## config.mk

```make
export PLATFORM = sky130hd
export DESIGN_NAME = bushold_dma
export DESIGN_NICKNAME = d
export VERILOG_FILES = /design/src/rtl/bhdma_pkg.sv /design/src/rtl/bhdma_regs.sv /design/src/rtl/bhdma_seq.sv /design/src/rtl/bushold_dma.sv
export SDC_FILE = /design/constraint.sdc
export NUM_CORES = 1
export LEC_CHECK = 0
export ABC_AREA = 1
export BUFFER_PORTS_ARGS = -buffer_cell sky130_fd_sc_hd__buf_2
export CAP_MARGIN = 15
export CORE_MARGIN = 2
export CORE_UTILIZATION = 40
export DETAILED_ROUTE_END_ITERATION = 10
export GPL_TIMING_DRIVEN = 0
export SLEW_MARGIN = 5
export SYNTH_ARGS = -nofsm -noshare
export SYNTH_HDL_FRONTEND = slang
export SYNTH_SLANG_ARGS = --single-unit
```

## constraint.sdc

```tcl
create_clock -name clk -period 3.2 [get_ports clk]
set_clock_uncertainty 0.1 [all_clocks]
set_input_delay 0.64 -clock clk [delete_from_list [all_inputs] [get_ports clk]]
set_output_delay 0.64 -clock clk [all_outputs]
set_load 0.02 [all_outputs]
```

## src/rtl/bhdma_pkg.sv

```systemverilog
package bhdma_pkg;

    typedef enum logic [2:0] {
        PH_IDLE,
        PH_REQ,
        PH_GRANT,
        PH_RD,
        PH_GAP,
        PH_WR,
        PH_NEXT
    } phase_t;

    // control word: bit2 interrupt enable, bit1 port-to-memory, bit0 enable
    typedef struct packed {
        logic irq_en;
        logic to_mem;
        logic run;
    } ctrl_t;

    localparam int CTRL_W = $bits(ctrl_t);

    typedef struct packed {
        logic mem_rd;
        logic mem_wr;
        logic io_rd;
        logic io_wr;
    } strobe_t;

    localparam logic [1:0] SEL_ADDR = 2'd0;
    localparam logic [1:0] SEL_CNT  = 2'd1;
    localparam logic [1:0] SEL_CTRL = 2'd2;
    localparam logic [1:0] SEL_STAT = 2'd3;

    function automatic strobe_t strobe_for(phase_t ph, logic to_mem);
        strobe_t s;
        s = '0;
        if (ph == PH_RD) begin
            s.mem_rd = !to_mem;
            s.io_rd  = to_mem;
        end
        if (ph == PH_WR) begin
            s.io_wr  = !to_mem;
            s.mem_wr = to_mem;
        end
        return s;
    endfunction

    function automatic logic owns_bus(phase_t ph);
        return (ph == PH_GRANT) || (ph == PH_RD) || (ph == PH_GAP) ||
               (ph == PH_WR) || (ph == PH_NEXT);
    endfunction

endpackage

```

## src/rtl/bhdma_regs.sv

```systemverilog
module bhdma_regs
    import bhdma_pkg::*;
#(
    parameter int REG_W  = 16,
    parameter int ADDR_W = 16,
    parameter int CNT_W  = 16
) (
    input  logic              clk,
    input  logic              rst,
    input  logic              we,
    input  logic [1:0]        sel,
    input  logic [REG_W-1:0]  wdata,
    output logic [REG_W-1:0]  rdata,
    input  logic              busy,
    input  logic              step,
    input  logic              done,
    output logic [ADDR_W-1:0] addr_q,
    output logic              cnt_zero,
    output ctrl_t             ctrl_q,
    output logic              irq
);

    logic [CNT_W-1:0] cnt_q;
    logic             tc_q;

    assign cnt_zero = (cnt_q == '0);

    always_ff @(posedge clk) begin
        if (rst) begin
            addr_q <= '0;
            cnt_q  <= '0;
            ctrl_q <= '0;
            tc_q   <= 1'b0;
            irq    <= 1'b0;
        end else begin
            irq <= 1'b0;
            if (we && !busy) begin
                case (sel)
                    SEL_ADDR: addr_q <= ADDR_W'(wdata);
                    SEL_CNT:  cnt_q  <= CNT_W'(wdata);
                    SEL_CTRL: begin
                        ctrl_q <= ctrl_t'(wdata[CTRL_W-1:0]);
                        tc_q   <= 1'b0;
                    end
                    default: ;
                endcase
            end
            if (step) begin
                addr_q <= addr_q + 1'b1;
                if (!cnt_zero) cnt_q <= cnt_q - 1'b1;
            end
            if (done) begin
                ctrl_q.run <= 1'b0;
                tc_q       <= 1'b1;
                irq        <= ctrl_q.irq_en;
            end
        end
    end

    always_comb begin
        case (sel)
            SEL_ADDR: rdata = REG_W'(addr_q);
            SEL_CNT:  rdata = REG_W'(cnt_q);
            SEL_CTRL: rdata = REG_W'(ctrl_q);
            default:  rdata = REG_W'({tc_q, busy});
        endcase
    end

endmodule

```

## src/rtl/bhdma_seq.sv

```systemverilog
module bhdma_seq
    import bhdma_pkg::*;
(
    input  logic    clk,
    input  logic    rst,
    input  ctrl_t   ctrl,
    input  logic    dreq,
    input  logic    hlda,
    input  logic    cnt_zero,
    output logic    hold,
    output logic    own,
    output logic    step,
    output logic    done,
    output strobe_t strb
);

    phase_t ph, nx;
    logic   last_q;

    always_ff @(posedge clk) begin
        if (rst) begin
            ph     <= PH_IDLE;
            last_q <= 1'b0;
        end else begin
            ph <= nx;
            if (ph == PH_WR) last_q <= cnt_zero;
        end
    end

    always_comb begin
        nx = ph;
        case (ph)
            PH_IDLE:  if (ctrl.run && dreq) nx = PH_REQ;
            PH_REQ:   if (hlda) nx = PH_GRANT;
            PH_GRANT: nx = PH_RD;
            PH_RD:    nx = PH_GAP;
            PH_GAP:   nx = PH_WR;
            PH_WR:    nx = PH_NEXT;
            PH_NEXT: begin
                if (last_q)    nx = PH_IDLE;
                else if (dreq) nx = PH_RD;
                else           nx = PH_IDLE;
            end
            default:  nx = PH_IDLE;
        endcase
    end

    assign hold = (ph != PH_IDLE);
    assign own  = owns_bus(ph);
    assign step = (ph == PH_WR);
    assign done = (ph == PH_NEXT) && last_q;
    assign strb = strobe_for(ph, ctrl.to_mem);

endmodule

```

## src/rtl/bushold_dma.sv

```systemverilog
module bushold_dma
    import bhdma_pkg::*;
#(
    parameter int REG_W  = 16,
    parameter int ADDR_W = 16,
    parameter int CNT_W  = 16
) (
    input  logic              clk,
    input  logic              rst,
    input  logic              reg_we,
    input  logic [1:0]        reg_sel,
    input  logic [REG_W-1:0]  reg_wdata,
    output logic [REG_W-1:0]  reg_rdata,
    input  logic              dreq,
    output logic              dack,
    output logic              hold,
    input  logic              hlda,
    output logic              bus_oe,
    output logic [ADDR_W-1:0] bus_addr,
    output logic              mem_rd,
    output logic              mem_wr,
    output logic              io_rd,
    output logic              io_wr,
    output logic              irq
);

    logic [ADDR_W-1:0] addr_q;
    logic              cnt_zero;
    ctrl_t             ctrl_q;
    logic              own;
    logic              step;
    logic              done;
    strobe_t           strb;

    bhdma_regs #(.REG_W(REG_W), .ADDR_W(ADDR_W), .CNT_W(CNT_W)) u_regs (
        .clk      (clk),
        .rst      (rst),
        .we       (reg_we),
        .sel      (reg_sel),
        .wdata    (reg_wdata),
        .rdata    (reg_rdata),
        .busy     (hold),
        .step     (step),
        .done     (done),
        .addr_q   (addr_q),
        .cnt_zero (cnt_zero),
        .ctrl_q   (ctrl_q),
        .irq      (irq)
    );

    bhdma_seq u_seq (
        .clk      (clk),
        .rst      (rst),
        .ctrl     (ctrl_q),
        .dreq     (dreq),
        .hlda     (hlda),
        .cnt_zero (cnt_zero),
        .hold     (hold),
        .own      (own),
        .step     (step),
        .done     (done),
        .strb     (strb)
    );

    assign dack     = own;
    assign bus_oe   = own;
    assign bus_addr = own ? addr_q : '0;
    assign mem_rd   = strb.mem_rd;
    assign mem_wr   = strb.mem_wr;
    assign io_rd    = strb.io_rd;
    assign io_wr    = strb.io_wr;

endmodule

```

# Word-level counts from Yosys, hierarchy flattened
# Index checks and enable logic that the tools add are counted.
[word_totals] ff_bits=41 latchBits=0 mem_bits_rw=0 romBits=0 input_bits=23 output_inout_bits=40 wordCells=66 n_memories=0
[classes] add_sub_neg=2 multipliers=0 div_mod_pow=0 n_lt_le_gt_ge=0 n_eq_ne=10 shift=0 muxes=21 n_bitwise=1 n_reduce_logical=23
[op_table] op="two-way mux 16 bit" count=8
[op_table] op="one-hot mux 16 bit (3 select lines)" count=1
[op_table] op="one-hot mux 3 bit (7 select lines)" count=1
[op_table] op="adder 16 x 1 -> 16 bit, second input constant" count=1
[op_table] op="zero test 16 bit" count=1
[op_table] op="subtractor 16 x 1 -> 16 bit, second input constant" count=1
[op_table] op="equality test 3 bit, second input constant" count=3
[op_table] op="two-way mux 3 bit" count=3
[op_table] op="AND reduction 2 bit" count=4
[op_table] op="nonzero test 2 bit" count=4
[op_table] op="two-way mux 1 bit" count=7
[op_table] op="equality test 3 x 2 -> 1 bit, second input constant" count=2
[op_table] op="logical OR 1 bit" count=4
[op_table] op="OR reduction 2 bit" count=2
[op_table] op="equality test 3 x 1 -> 1 bit, second input constant" count=1
[op_table] op="logical AND 1 bit" count=3
[op_table] op="zero test 3 bit" count=1
[op_table] op="nonzero test 3 bit" count=1
[op_table] op="equality test 2 x 1 -> 1 bit, second input constant" count=1
[op_table] op="equality test 2 bit, second input constant" count=1
[op_table] op="zero test 1 bit" count=2
[op_table] op="zero test 2 bit" count=1
[op_table] op="two-way mux 2 bit" count=1
[op_table] op="inequality test 2 x 1 -> 1 bit, second input constant" count=1
[op_table] op="2 further kinds" count=2

# Depth between registers and ports, before layout
# Gate-level depths: netlist of the first run.
[logic_depth] ltp_word=6 mapped_depth=10 depth_no_buf=9

# Modules after synthesis
# From an unflattened synthesis of the first run, not the netlist that was laid out.
[unflattened] hier_cells=541 area_unflattened_um2=3233.1
[by_module_without_submodules] module="bhdma_regs" instances=1 cells_per_inst=456 area_per_inst_um2=2726.4 seq_area_each_um2=740.7
[by_module_without_submodules] module="bhdma_seq" instances=1 cells_per_inst=50 area_per_inst_um2=335.3 seq_area_each_um2=80.1
[by_module_without_submodules] module="bushold_dma" instances=1 cells_per_inst=35 area_per_inst_um2=171.4 seq_area_each_um2=0.0

# Least setup slack after synthesis of the first run
# No wires, ideal clock.
[synth_timing] path_kind="input to output" start="input reg_sel[1]" end="output reg_rdata[2]" t_arrival_ps=1417 required_ps=2460 slack_ps=1043 path_stages=4 n_path_buf=1 cell_sequence="inv_1 -> nand2_2 -> clkbuf_1 -> o211ai_1"
[synth_between] elab_chain_len=2 elab_cells_between_ends=4 classes_between="eq/ne: 2; mux: 1; reduce/logical: 1"
[synth_lines] element="start, declared" line_no="bushold_dma.sv:11" rtl="input logic [1:0] reg_sel,"
[synth_lines] element="equality test 2 bit (tied with other cells)" line_no="bhdma_regs.sv:61" rtl="case (sel)"
[synth_lines] element="one-hot mux 16 bit (3 select lines) *" line_no="bhdma_regs.sv:61"
[synth_lines] element="end, declared" line_no="bushold_dma.sv:13" rtl="output logic [REG_W-1:0] reg_rdata,"
# Mark *: on every way between the ends. The rest lies on a longest branch, timed or not.

# Worst setup path in the final report of the first run
[layout_timing] start="register u_seq.ph[0]" end="output bus_addr[14]"
[layout_between] elab_chain_len=6 elab_cells_between_ends=10 classes_between="eq/ne: 5; mux: 1; reduce/logical: 4"
[layout_lines] element="start, declared" line_no="bhdma_seq.sv:17" rtl="phase_t ph, nx;"
[layout_lines] element="start signal, assigned" line_no="bhdma_seq.sv:25" rtl="ph <= nx;"
[layout_lines] element="equality test 3 x 2 -> 1 bit" line_no="bhdma_pkg.sv:49" rtl="return (ph == PH_GRANT) || (ph == PH_RD) || (ph == PH_GAP) ||"
[layout_lines] element="logical OR 1 bit (3 in series)" line_no="bhdma_pkg.sv:49"
[layout_lines] element="logical OR 1 bit *" line_no="bhdma_pkg.sv:50" rtl="(ph == PH_WR) || (ph == PH_NEXT);"
[layout_lines] element="two-way mux 16 bit *" line_no="bushold_dma.sv:67" rtl="assign bus_addr = own ? addr_q : '0;"
[layout_lines] element="end, declared" line_no="bushold_dma.sv:19" rtl="output logic [ADDR_W-1:0] bus_addr,"
# Marked as above.

==> results_dict.tcl, run 1 <==
set metrics [dict create \
    status "completed" \
    synth_fa_ha_area_share_pct 1.26 \
    worstSetupPathType "reg -> out" \
    drt-total-wl_mm 9.15 \
    drt_iter0_markers 207 \
    cts_tree "built" \
    p_leak_nw 1.78 \
    cts_resized 0 \
    reg2reg_from "u_regs.cnt_q[0]$_SDFF_PP0_" \
    multi_input_area_sq_um 1790 \
    port_buffers 62 \
    synth_top_area_share_pct 27.6 \
    coreArea_sq_um 7210 \
    dp.cells 642 \
    hold_path_depth 1 \
    drive_gt1_share_pct 20.5 \
    synthTopCellsByCount "nand2_1, inv_1, nand3_1" \
    fin_crit_sh_pct 79.6 \
    syn_nets 507 \
    seq_area_sq_um 821 \
    drc 0 \
    vias 3285 \
    ys_seq_elements 41 \
    syn_area_sq_um 2970 \
    dp_hpwl_mm 7.26 \
    initial_core_util_pct 41.2 \
    track_usage_pct 22.6 \
    ctsHoldBuffers 0 \
    grt_pass1_wl_mm 15.1 \
    wl_per_cell_um 14.1 \
    antenna_found_initial 0 \
    synth_xor_area_share_pct 3.83 \
    path_max_fanout 11 \
    rrSetupSlack_ns 1.42 \
    synthCells 481 \
    cts_buffers 5 \
    io_pins 63 \
    powerDensity_nw_per_um2 363 \
    max_slew_margin_pct 56.2 \
    synth-compound-area-share_pct 15.5 \
    async_flop_share_pct 0 \
    synth_top_family_by_area "simple AND/OR/NAND/NOR gates" \
    yosys.area_share.simple_pct 39.6 \
    grt_max_degree 13 \
    path_clk_slew_ns 0.09 \
    fin_util_pct 48.9 \
    rows 31 \
    syn_area_per_cell_sq_um 6.18 \
    ys.flop_type "dfxtp_1" \
    yosysMostFrequentCell "nand2_1" \
    finalNonFillerCells 650 \
    drv_cap 0 \
    cts_root_buf "clkbuf_8" \
    hold_violations 0 \
    synth-edff-count 0 \
    grt_pass1_vias 3004 \
    final_max_slew_viol_count 0 \
    drt-vias-per-instance 5.05 \
    worst_slew_pin_slew_ns 0.656 \
    fin_ws_ns 0.652 \
    die_w_um 90.2 \
    nFillCells 802 \
    die_area_sq_um 8140 \
    arrival_ns 1.81 \
    cp.required_ns 2.46 \
    synth.mux.area_fraction_pct 0 \
    antenna_cells 0 \
    synthDistinctLibCells 36 \
    fmax_ghz 0.392 \
    ant_nets 0 \
    p_total_mw 1.28 \
    insertion_delay_ns 0.30 \
    endpoint_kind "output pin" \
    hold_class "reg -> reg" \
    r2r_cells 7 \
    ys_seq_area_share_pct 27.6 \
    yosysWarnings 0 \
    ir_worst_vdd_v 0.000187 \
    yosys.area.top_type "dfxtp_1" \
    setup_tns_ns 0 \
    gp_congestion 0.904 \
    place_ws_ns 0.737 \
    htree_levels 2 \
    crit_start "u_seq.ph[0]$_SDFFE_PP0P_" \
    nNetsFinal 576 \
    setup_viol 0 \
    area_growth_pct 18.5 \
    die_h_um 90.2 \
    period_needed_ns 2.55 \
    numClockSinks 41 \
    cp-start-kind "flip-flop" \
    cp-endpoint "bus_addr[14]" \
    regToRegEndpoint "u_regs.cnt_q[12]$_SDFF_PP0_" \
    dr.pass1.iters 5 \
    post_cts_buffers 0 \
    cts.path.max_buffers 2 \
    overflow 0 \
    rsz0062_at_grt "no" \
    synthTopCellsByArea "dfxtp_1, nand2_1, nand3_1" \
]
-- how the worst min path moves through the flow --
stage,start,slack [ns],to
6_report,u_regs.cnt_q[0]$_SDFF_PP0_,0.37,u_regs.cnt_q[0]$_SDFF_PP0_
2_1_floorplan,u_regs.cnt_q[0]$_SDFF_PP0_,0.32,u_regs.cnt_q[0]$_SDFF_PP0_
3_3_place_gp,u_regs.cnt_q[0]$_SDFF_PP0_,0.35,u_regs.cnt_q[0]$_SDFF_PP0_
4_1_cts,u_regs.cnt_q[0]$_SDFF_PP0_,0.37,u_regs.cnt_q[0]$_SDFF_PP0_
3_5_place_dp,u_regs.cnt_q[0]$_SDFF_PP0_,0.36,u_regs.cnt_q[0]$_SDFF_PP0_
5_1_grt,u_regs.ctrl_q[2]$_SDFFE_PP0P_,0.42,u_regs.irq$_SDFF_PP0_
-- state kept, by name (all words and copies together), names as in the netlist --
register       flops
u_regs.addr_q     16
u_regs.tc_q        1
u_seq.ph           3
u_regs.irq         1
u_seq.last_q       1
u_regs.ctrl_q      3
u_regs.cnt_q      16
-- through the flow --
| stage | cell area (sq um) | hold WS, ns |
|---|---|---|
| 2_1_floorplan | 2970 | 0.324 |
| 3_3_place_gp | 3410 | 0.346 |
| 3_5_place_dp | 3410 | 0.355 |
| 4_1_cts | 3520 | 0.368 |
| 5_1_grt | 3520 | 0.424 |
| 6_report | 3520 | 0.367 |
-- routing by layer --
layer | vias to the layer above | GRT usage [%] | part of all wire [%]
met5 | - | 0 | 0
met4 | 0 | 4.23 | 0.93
met3 | 9 | 2.85 | 5.5
met2 | 100 | 38.3 | 47
met1 | 1492 | 31.1 | 46
li1 | 1684 | - | -
-- cells by family (layout without fill, tap and decap cells) --
| logic type | after synthesis | count (layout) |
|---|---|---|
| AOI/OAI and AO/OA | 81 | 81 |
| xor gates and xnor gates | 13 | 13 |
| adders and majority gates | 3 | 3 |
| buffers and inverters | 83 | 153 |
| DFF | 41 | 41 |
| and+or+nand+nor | 260 | 260 |
-- area by class of cell --
| class | instances | area share, % |
|---|---|---|
| tap | 99 | 3.51 |
| inverter | 68 | 7.31 |
| sequential | 41 | 23.3 |
| clock inverter | 1 | 0.852 |
| timing repair buffer | 62 | 8.80 |
| clock buffer | 7 | 2.45 |
| multi-input combinational | 357 | 50.8 |
| buffer | 15 | 3.02 |
-- cell usage in the layout, fill, tap and decap left out, types with 2 or more instances in the layout --
master and n:
nand3_1 51, a21oi_2 3, o22ai_1 10, a31oi_1 4, o21ai_0 30, clkbuf_8 6, nand2_1 135, inv_2 9
buf_6 5, dfxtp_1 41, nor3_1 2, nor2_4 5, o21ai_1 2, nor2_2 4, a21oi_1 23, nand2_4 4
buf_2 66, nand4_1 3, inv_1 58, o2111ai_1 2, xor2_1 12, ha_1 3, buf_4 2, nor2_1 50
clkbuf_1 4, o211ai_1 5
-- worst max-delay path: stages (launching register included) --
cell,delay [ns]
dfxtp_1,0.31
buf_4,0.14
inv_2,0.07
nor3_1,0.24
a21oi_1,0.11
o21ai_2,0.18
buf_6,0.19
nand2_1,0.06
inv_1,0.05
buf_2,0.15
-- report_power, final --
| part | internal, mW | switching, mW | total [mW] |
|---|---|---|---|
| Combinational | 0.0961 | 0.177 | 0.273 |
| Clock | 0.255 | 0.194 | 0.449 |
| Sequential | 0.532 | 0.0244 | 0.556 |
| Total | 0.883 | 0.395 | 1.28 |
Note: power is estimated with default switching activity, not from simulation.
==> run 2, diff against run 1 <==
==> constraint.sdc (replaced) <==
create_clock -name clk -period 2.38 [get_ports clk]
set_clock_uncertainty 0.1 [all_clocks]
set_input_delay 0.476 -clock clk [delete_from_list [all_inputs] [get_ports clk]]
set_output_delay 0.476 -clock clk [all_outputs]
set_load 0.02 [all_outputs]
==> run 2 against run 1 <==
Compared with the run above: die area is the same; register-to-register slack worse by 0.81 ns; core utilization increased by 0.85 points; critical path depth shrank 3; flip-flop and latch count is the same; worst setup slack worse by 0.52 ns; clock power increased by 35%; cell area rose by 1.7%; non-clock buffer count grew 4; first-iteration DRC count is 5.8% lower; combinational power rose by 36%; clock-buffer cell count did not move.
==> results_dict.tcl, run 2 (same netlist as run 1, synthesis figures left out) <==
set metrics [dict create \
    drive_gt1_share_pct 21.6 \
    fin_util_pct 49.7 \
    port_buffers 62 \
    holdWs_ns 0.360 \
    cts_buffers 5 \
    path_delay_family "flip-flops" \
    overflow 0 \
    grt_use_met2_pct 38.5 \
    dp_hpwl_mm 7.26 \
    worstPathCellList "nor3_4, a21oi_2, o21ai_4, buf_6, buf_4, buf_2" \
    vias 3320 \
    path_buf_inv 3 \
    ir_worst_vdd_v 0.000251 \
    grt_max_degree 13 \
    htree_levels 2 \
    cts_root_buf "clkbuf_8" \
    numClockSinks 41 \
    top_usage_layer "met2" \
    fin_crit_sh_pct 94.3 \
    regToRegEndpoint "u_regs.cnt_q[12]$_SDFF_PP0_" \
    rows 31 \
    antenna_cells 0 \
    grt_util_met3_pct 2.85 \
    area_growth_pct 20.6 \
    p_leak_nw 1.80 \
    rrSetupSlack_ns 0.61 \
    final_max_slew_viol_count 0 \
    track_usage_pct 22.6 \
    worstHoldStart "u_regs.cnt_q[0]$_SDFF_PP0_" \
    powerDensity_nw_per_um2 482 \
    r2r_cells 7 \
    holdPathEnd "u_regs.cnt_q[0]$_SDFF_PP0_" \
    die_area_sq_um 8140 \
    coreArea_sq_um 7210 \
    drt-vias-per-instance 5.08 \
    reg.largest.list "u_regs.addr_q (16), u_regs.cnt_q (16)" \
    drc 0 \
    cp.required_ns 1.80 \
    worstSetupPathType "reg -> out" \
    path_clk_slew_ns 0.08 \
    initial_core_util_pct 41.2 \
    hold_violations 0 \
    final_common_cell "nand2_1" \
    place_area_sq_um 3410 \
    setup_viol 0 \
    fmax_ghz 0.446 \
    nFillCells 795 \
    endpoint_kind "output pin" \
    hold_class "reg -> reg" \
    setup_tns_ns 0 \
    path_max_fanout 6 \
    rsz0062_at_grt "no" \
    wl_per_cell_um 14.3 \
    dp.cells 642 \
    reg2reg_from "u_regs.cnt_q[0]$_SDFF_PP0_" \
    ant_nets 0 \
    drt-total-wl_mm 9.38 \
    use_met1_pct 31.0 \
    max_slew_margin_pct 57.0 \
    io_pins 63 \
    layout_common_cells "nand2_1, buf_2, inv_1" \
    nNetsFinal 580 \
    drt_iter0_markers 195 \
    period_needed_ns 2.24 \
    arrival_ns 1.67 \
    grt_pass1_wl_mm 15.1 \
    insertion_delay_ns 0.30 \
    fin_area_sq_um 3590 \
    gp_congestion 0.904 \
    critPathMaxStageDelay_ns 0.54 \
    status "completed" \
    finalNonFillerCells 654 \
    die_h_um 90.2 \
    hold_path_depth 1 \
    grt_pass1_vias 3015 \
    cts_tree "built" \
    die_w_um 90.2 \
    cp_slowest_cell "dfxtp_1" \
    drv_cap 0 \
    cp-start-kind "flip-flop" \
    antenna_found_initial 0 \
    worst_slew_pin_slew_ns 0.645 \
    cts.path.max_buffers 2 \
    dr.pass1.iters 5 \
]
run 2: changes by cell type in the layout (fill, tap and decap cells not counted):
cell / delta
buf_6: +2
dfxtp_1: -1
dfxtp_2: +1
nor3_4: +1
buf_4: +2
o21ai_4: +1
o21ai_2: -1
nor3_1: -1
a21oi_2: +1
a21oi_1: -1
run 2: how the worst max path moves through the flow:
stage	start	to	slack, ns	cells after the start
finish	u_seq.ph[2]$_SDFFE_PP0P_	dack	0.14	6
global route	u_seq.ph[0]$_SDFFE_PP0P_	bus_addr[15]	0.02	9
CTS	u_seq.ph[0]$_SDFFE_PP0P_	bus_addr[14]	0.02	9
detailed placement	reg_sel[1]	reg_rdata[3]	0.25	6
global placement	reg_sel[1]	reg_rdata[15]	0.27	6
floorplan	u_seq.ph[0]$_SDFFE_PP0P_	bus_addr[6]	0.50	8
run 2: metrics by stage:
stage,power (mW),setup slack [ns]
after global placement,1.12,0.269
after global routing,1.81,0.0207
final,1.73,0.137
after floorplan,1.02,0.495
after CTS,1.73,0.0242
after detailed placement,1.13,0.245
run 2: timing repair:
item | 4_1_cts | 5_1_grt
hold endpoints to repair | 0 | 0
hold buffers | 0 | 0
setup buffers | 3 | 0
pin swaps | 0 | 1
gates cloned | 0 | 1
resized for setup | 0 | 8
endpoints found under the setup margin | 10 | 17
run 2: metal layers:
metal  vias to the layer above  wire length [um]
li1                       1692                 -
met1                      1509              4310
met2                       107              4440
met3                        12               498
met4                         0               129
met5                         -                 0
run 2: worst reg2reg max path: cells and delay by family (launching register included):
family	cells	cell delay, ns
DFF	1	0.31
xor gates and xnor gates	1	0.17
and+or+nand+nor	3	0.58
AOI/OAI and AO/OA	1	0.14
buffers and inverters	1	0.18
adders and majority gates	1	0.23
run 2: cell type report:
| class | instances | area [sq um] | share of cell area (%) |
|---|---|---|---|
| clock inverter | 1 | 30.0 | 0.837 |
| multi-input combinational | 357 | 1810 | 50.5 |
| clock buffer | 7 | 86.3 | 2.41 |
| sequential | 41 | 822 | 22.9 |
| timing repair buffer | 66 | 344 | 9.60 |
| inverter | 68 | 258 | 7.19 |
| buffer | 15 | 110 | 3.07 |
| tap | 99 | 124 | 3.45 |
run 2: report_power, final:
part	switching (mW)	internal, mW	leakage (nW)
clock	0.266	0.343	0.0585
sequential	0.0338	0.715	0.334
combinational	0.240	0.131	1.41
==> run 3, diff against run 2 <==
--- a/config.mk
+++ b/config.mk
@@ -12,6 +12,7 @@
 export CORE_UTILIZATION = 40
 export DETAILED_ROUTE_END_ITERATION = 10
 export GPL_TIMING_DRIVEN = 0
+export PLACE_DENSITY = 0.59
 export SLEW_MARGIN = 5
 export SYNTH_ARGS = -nofsm -noshare
 export SYNTH_HDL_FRONTEND = slang
==> run 3 against run 2 <==
Compared with the run above: worst setup slack worse by 0.015 ns; first-iteration DRC count is 11% lower; sequential power hardly changed; critical path depth stayed put; cell count is 0.31% lower; register-to-register slack worse by 0.02 ns; worst hold slack better by 0.014 ns; global-route usage is 0.61 points higher.
==> results_dict.tcl, run 3 (same netlist as run 1, synthesis figures left out) <==
set metrics [dict create \
    setup_viol 0 \
    nNetsFinal 579 \
    hold_class "in -> reg" \
    grt_pass1_vias 2943 \
    path_delay_family "flip-flops" \
    place_ws_ns 0.239 \
    holdWs_ns 0.375 \
    io_pins 63 \
    initial_core_util_pct 41.2 \
    antenna_cells 0 \
    place_area_sq_um 3410 \
    switching_power_mw 0.531 \
    fin_area_sq_um 3550 \
    worst_slew_pin_slew_ns 0.688 \
    ctsHoldBuffers 0 \
    area_growth_pct 19.3 \
    track_usage_pct 23.2 \
    status "completed" \
    power_frac_seq_pct 46.5 \
    rrSetupSlack_ns 0.59 \
    die_w_um 90.2 \
    path_max_fanout 6 \
    switching_share_pct 33.0 \
    wl_met2_mm 4.33 \
    drv_cap 0 \
    numClockSinks 41 \
    top_layer_used "met4" \
    grt_pass1_wl_mm 15.2 \
    wl_per_cell_um 14.3 \
    final_max_slew_viol_count 0 \
    hold_violations 0 \
    cts_buffers 5 \
    die_h_um 90.2 \
    cts_tree "built" \
    cts_root_buf "clkbuf_8" \
    drt_iter0_markers 174 \
    drc 0 \
    cp_common_cell "buf_4" \
    cp_slowest_cell "dfxtp_1" \
    worstPathCellList "nor3_4, a21oi_2, o21ai_4, buf_4, buf_4, buf_2" \
    antenna_found_initial 0 \
    finalNonFillerCells 652 \
    powerDensity_nw_per_um2 453 \
    ant_nets 0 \
    dr.pass1.iters 5 \
    port_buffers 62 \
    fin_ws_ns 0.122 \
    p_clk_share_pct 30.2 \
    p_int_mw 1.08 \
    drt-vias-per-instance 4.95 \
    htree_levels 2 \
    nFillCells 804 \
    dp_hpwl_mm 7.22 \
    max_slew_margin_pct 54.1 \
    ir_worst_vdd_v 0.000277 \
    critPathMaxStageDelay_ns 0.54 \
    arrival_ns 1.68 \
    overflow 0 \
    gp_congestion 0.909 \
    reg.largest.list "u_regs.addr_q (16), u_regs.cnt_q (16)" \
    die_area_sq_um 8140 \
    drt-total-wl_mm 9.32 \
    dp.cells 642 \
    period_needed_ns 2.26 \
    cp.required_ns 1.80 \
    worstSetupPathType "reg -> out" \
    p_leak_nw 1.78 \
    coreArea_sq_um 7210 \
    cts.path.max_buffers 2 \
    p_comb_share_pct 23.3 \
    insertion_delay_ns 0.30 \
    wl_met1_mm 4.52 \
    final_common_cell "nand2_1" \
    wl_met3_um 346 \
    grt_max_degree 12 \
    layout_common_cells "nand2_1, buf_2, inv_1" \
    path_clk_slew_ns 0.08 \
    fin_util_pct 49.2 \
    drive_gt1_share_pct 21.2 \
    p_total_mw 1.61 \
    fin_crit_sh_pct 94.9 \
    setup_tns_ns 0 \
    endpoint_kind "output pin" \
    vias 3225 \
    cp-start-kind "flip-flop" \
    fmax_ghz 0.443 \
    path_buf_inv 3 \
    rows 31 \
]
[run 3: final timing paths]
kind,to,from,cells after the start
worst max-delay path,dack,u_seq.ph[2]$_SDFFE_PP0P_,6
worst max register to register,u_regs.cnt_q[8]$_SDFF_PP0_,u_regs.cnt_q[0]$_SDFF_PP0_,8
worst min register to register,u_regs.cnt_q[0]$_SDFF_PP0_,u_regs.cnt_q[0]$_SDFF_PP0_,1
worst min-delay path,u_regs.addr_q[2]$_SDFFE_PP0P_,reg_wdata[2],3
[run 3: what timing repair did]
action | CTS | global route
cloned | 0 | 1
endpoints found under the setup margin | 6 | 17
buffers inserted | 2 | 0
pin swaps | 0 | 0
resized for setup | 0 | 7
[run 3: power by group through the flow]
stage,sequential (mW),clock [mW],combinational [mW]
global route,0.753,0.519,0.419
detailed placement,0.763,0,0.366
global placement,0.763,0,0.363
finish,0.748,0.485,0.375
floorplan,0.754,0,0.267
CTS,0.747,0.496,0.368
[run 3: worst reg2reg max path, cell delays in order, from the launching register on]
cell and delay, ns:
dfxtp_1 0.32, inv_1 0.18, ha_1 0.18, inv_1 0.05, nor2_1 0.13, nand4_2 0.21
nand3_1 0.16, buf_2 0.23, o21ai_0 0.12
[run 3: routing by layer]
metal / vias to the layer above / global-route usage (%)
met5: - / 0
met4: 0 / 5.51
met3: 11 / 3.35
met2: 67 / 38.4
met1: 1462 / 32.0
li1: 1685 / -
[run 3: area by class of cell]
type | instances | area, sq um | area share [%]
Tap cell | 99 | 124 | 3.49
Inverter | 68 | 258 | 7.27
Sequential cell | 41 | 821 | 23.1
Timing Repair Buffer | 65 | 337 | 9.49
Buffer | 15 | 110 | 3.10
Multi-Input combinational cell | 357 | 1810 | 51.1
Clock buffer | 7 | 86.3 | 2.43
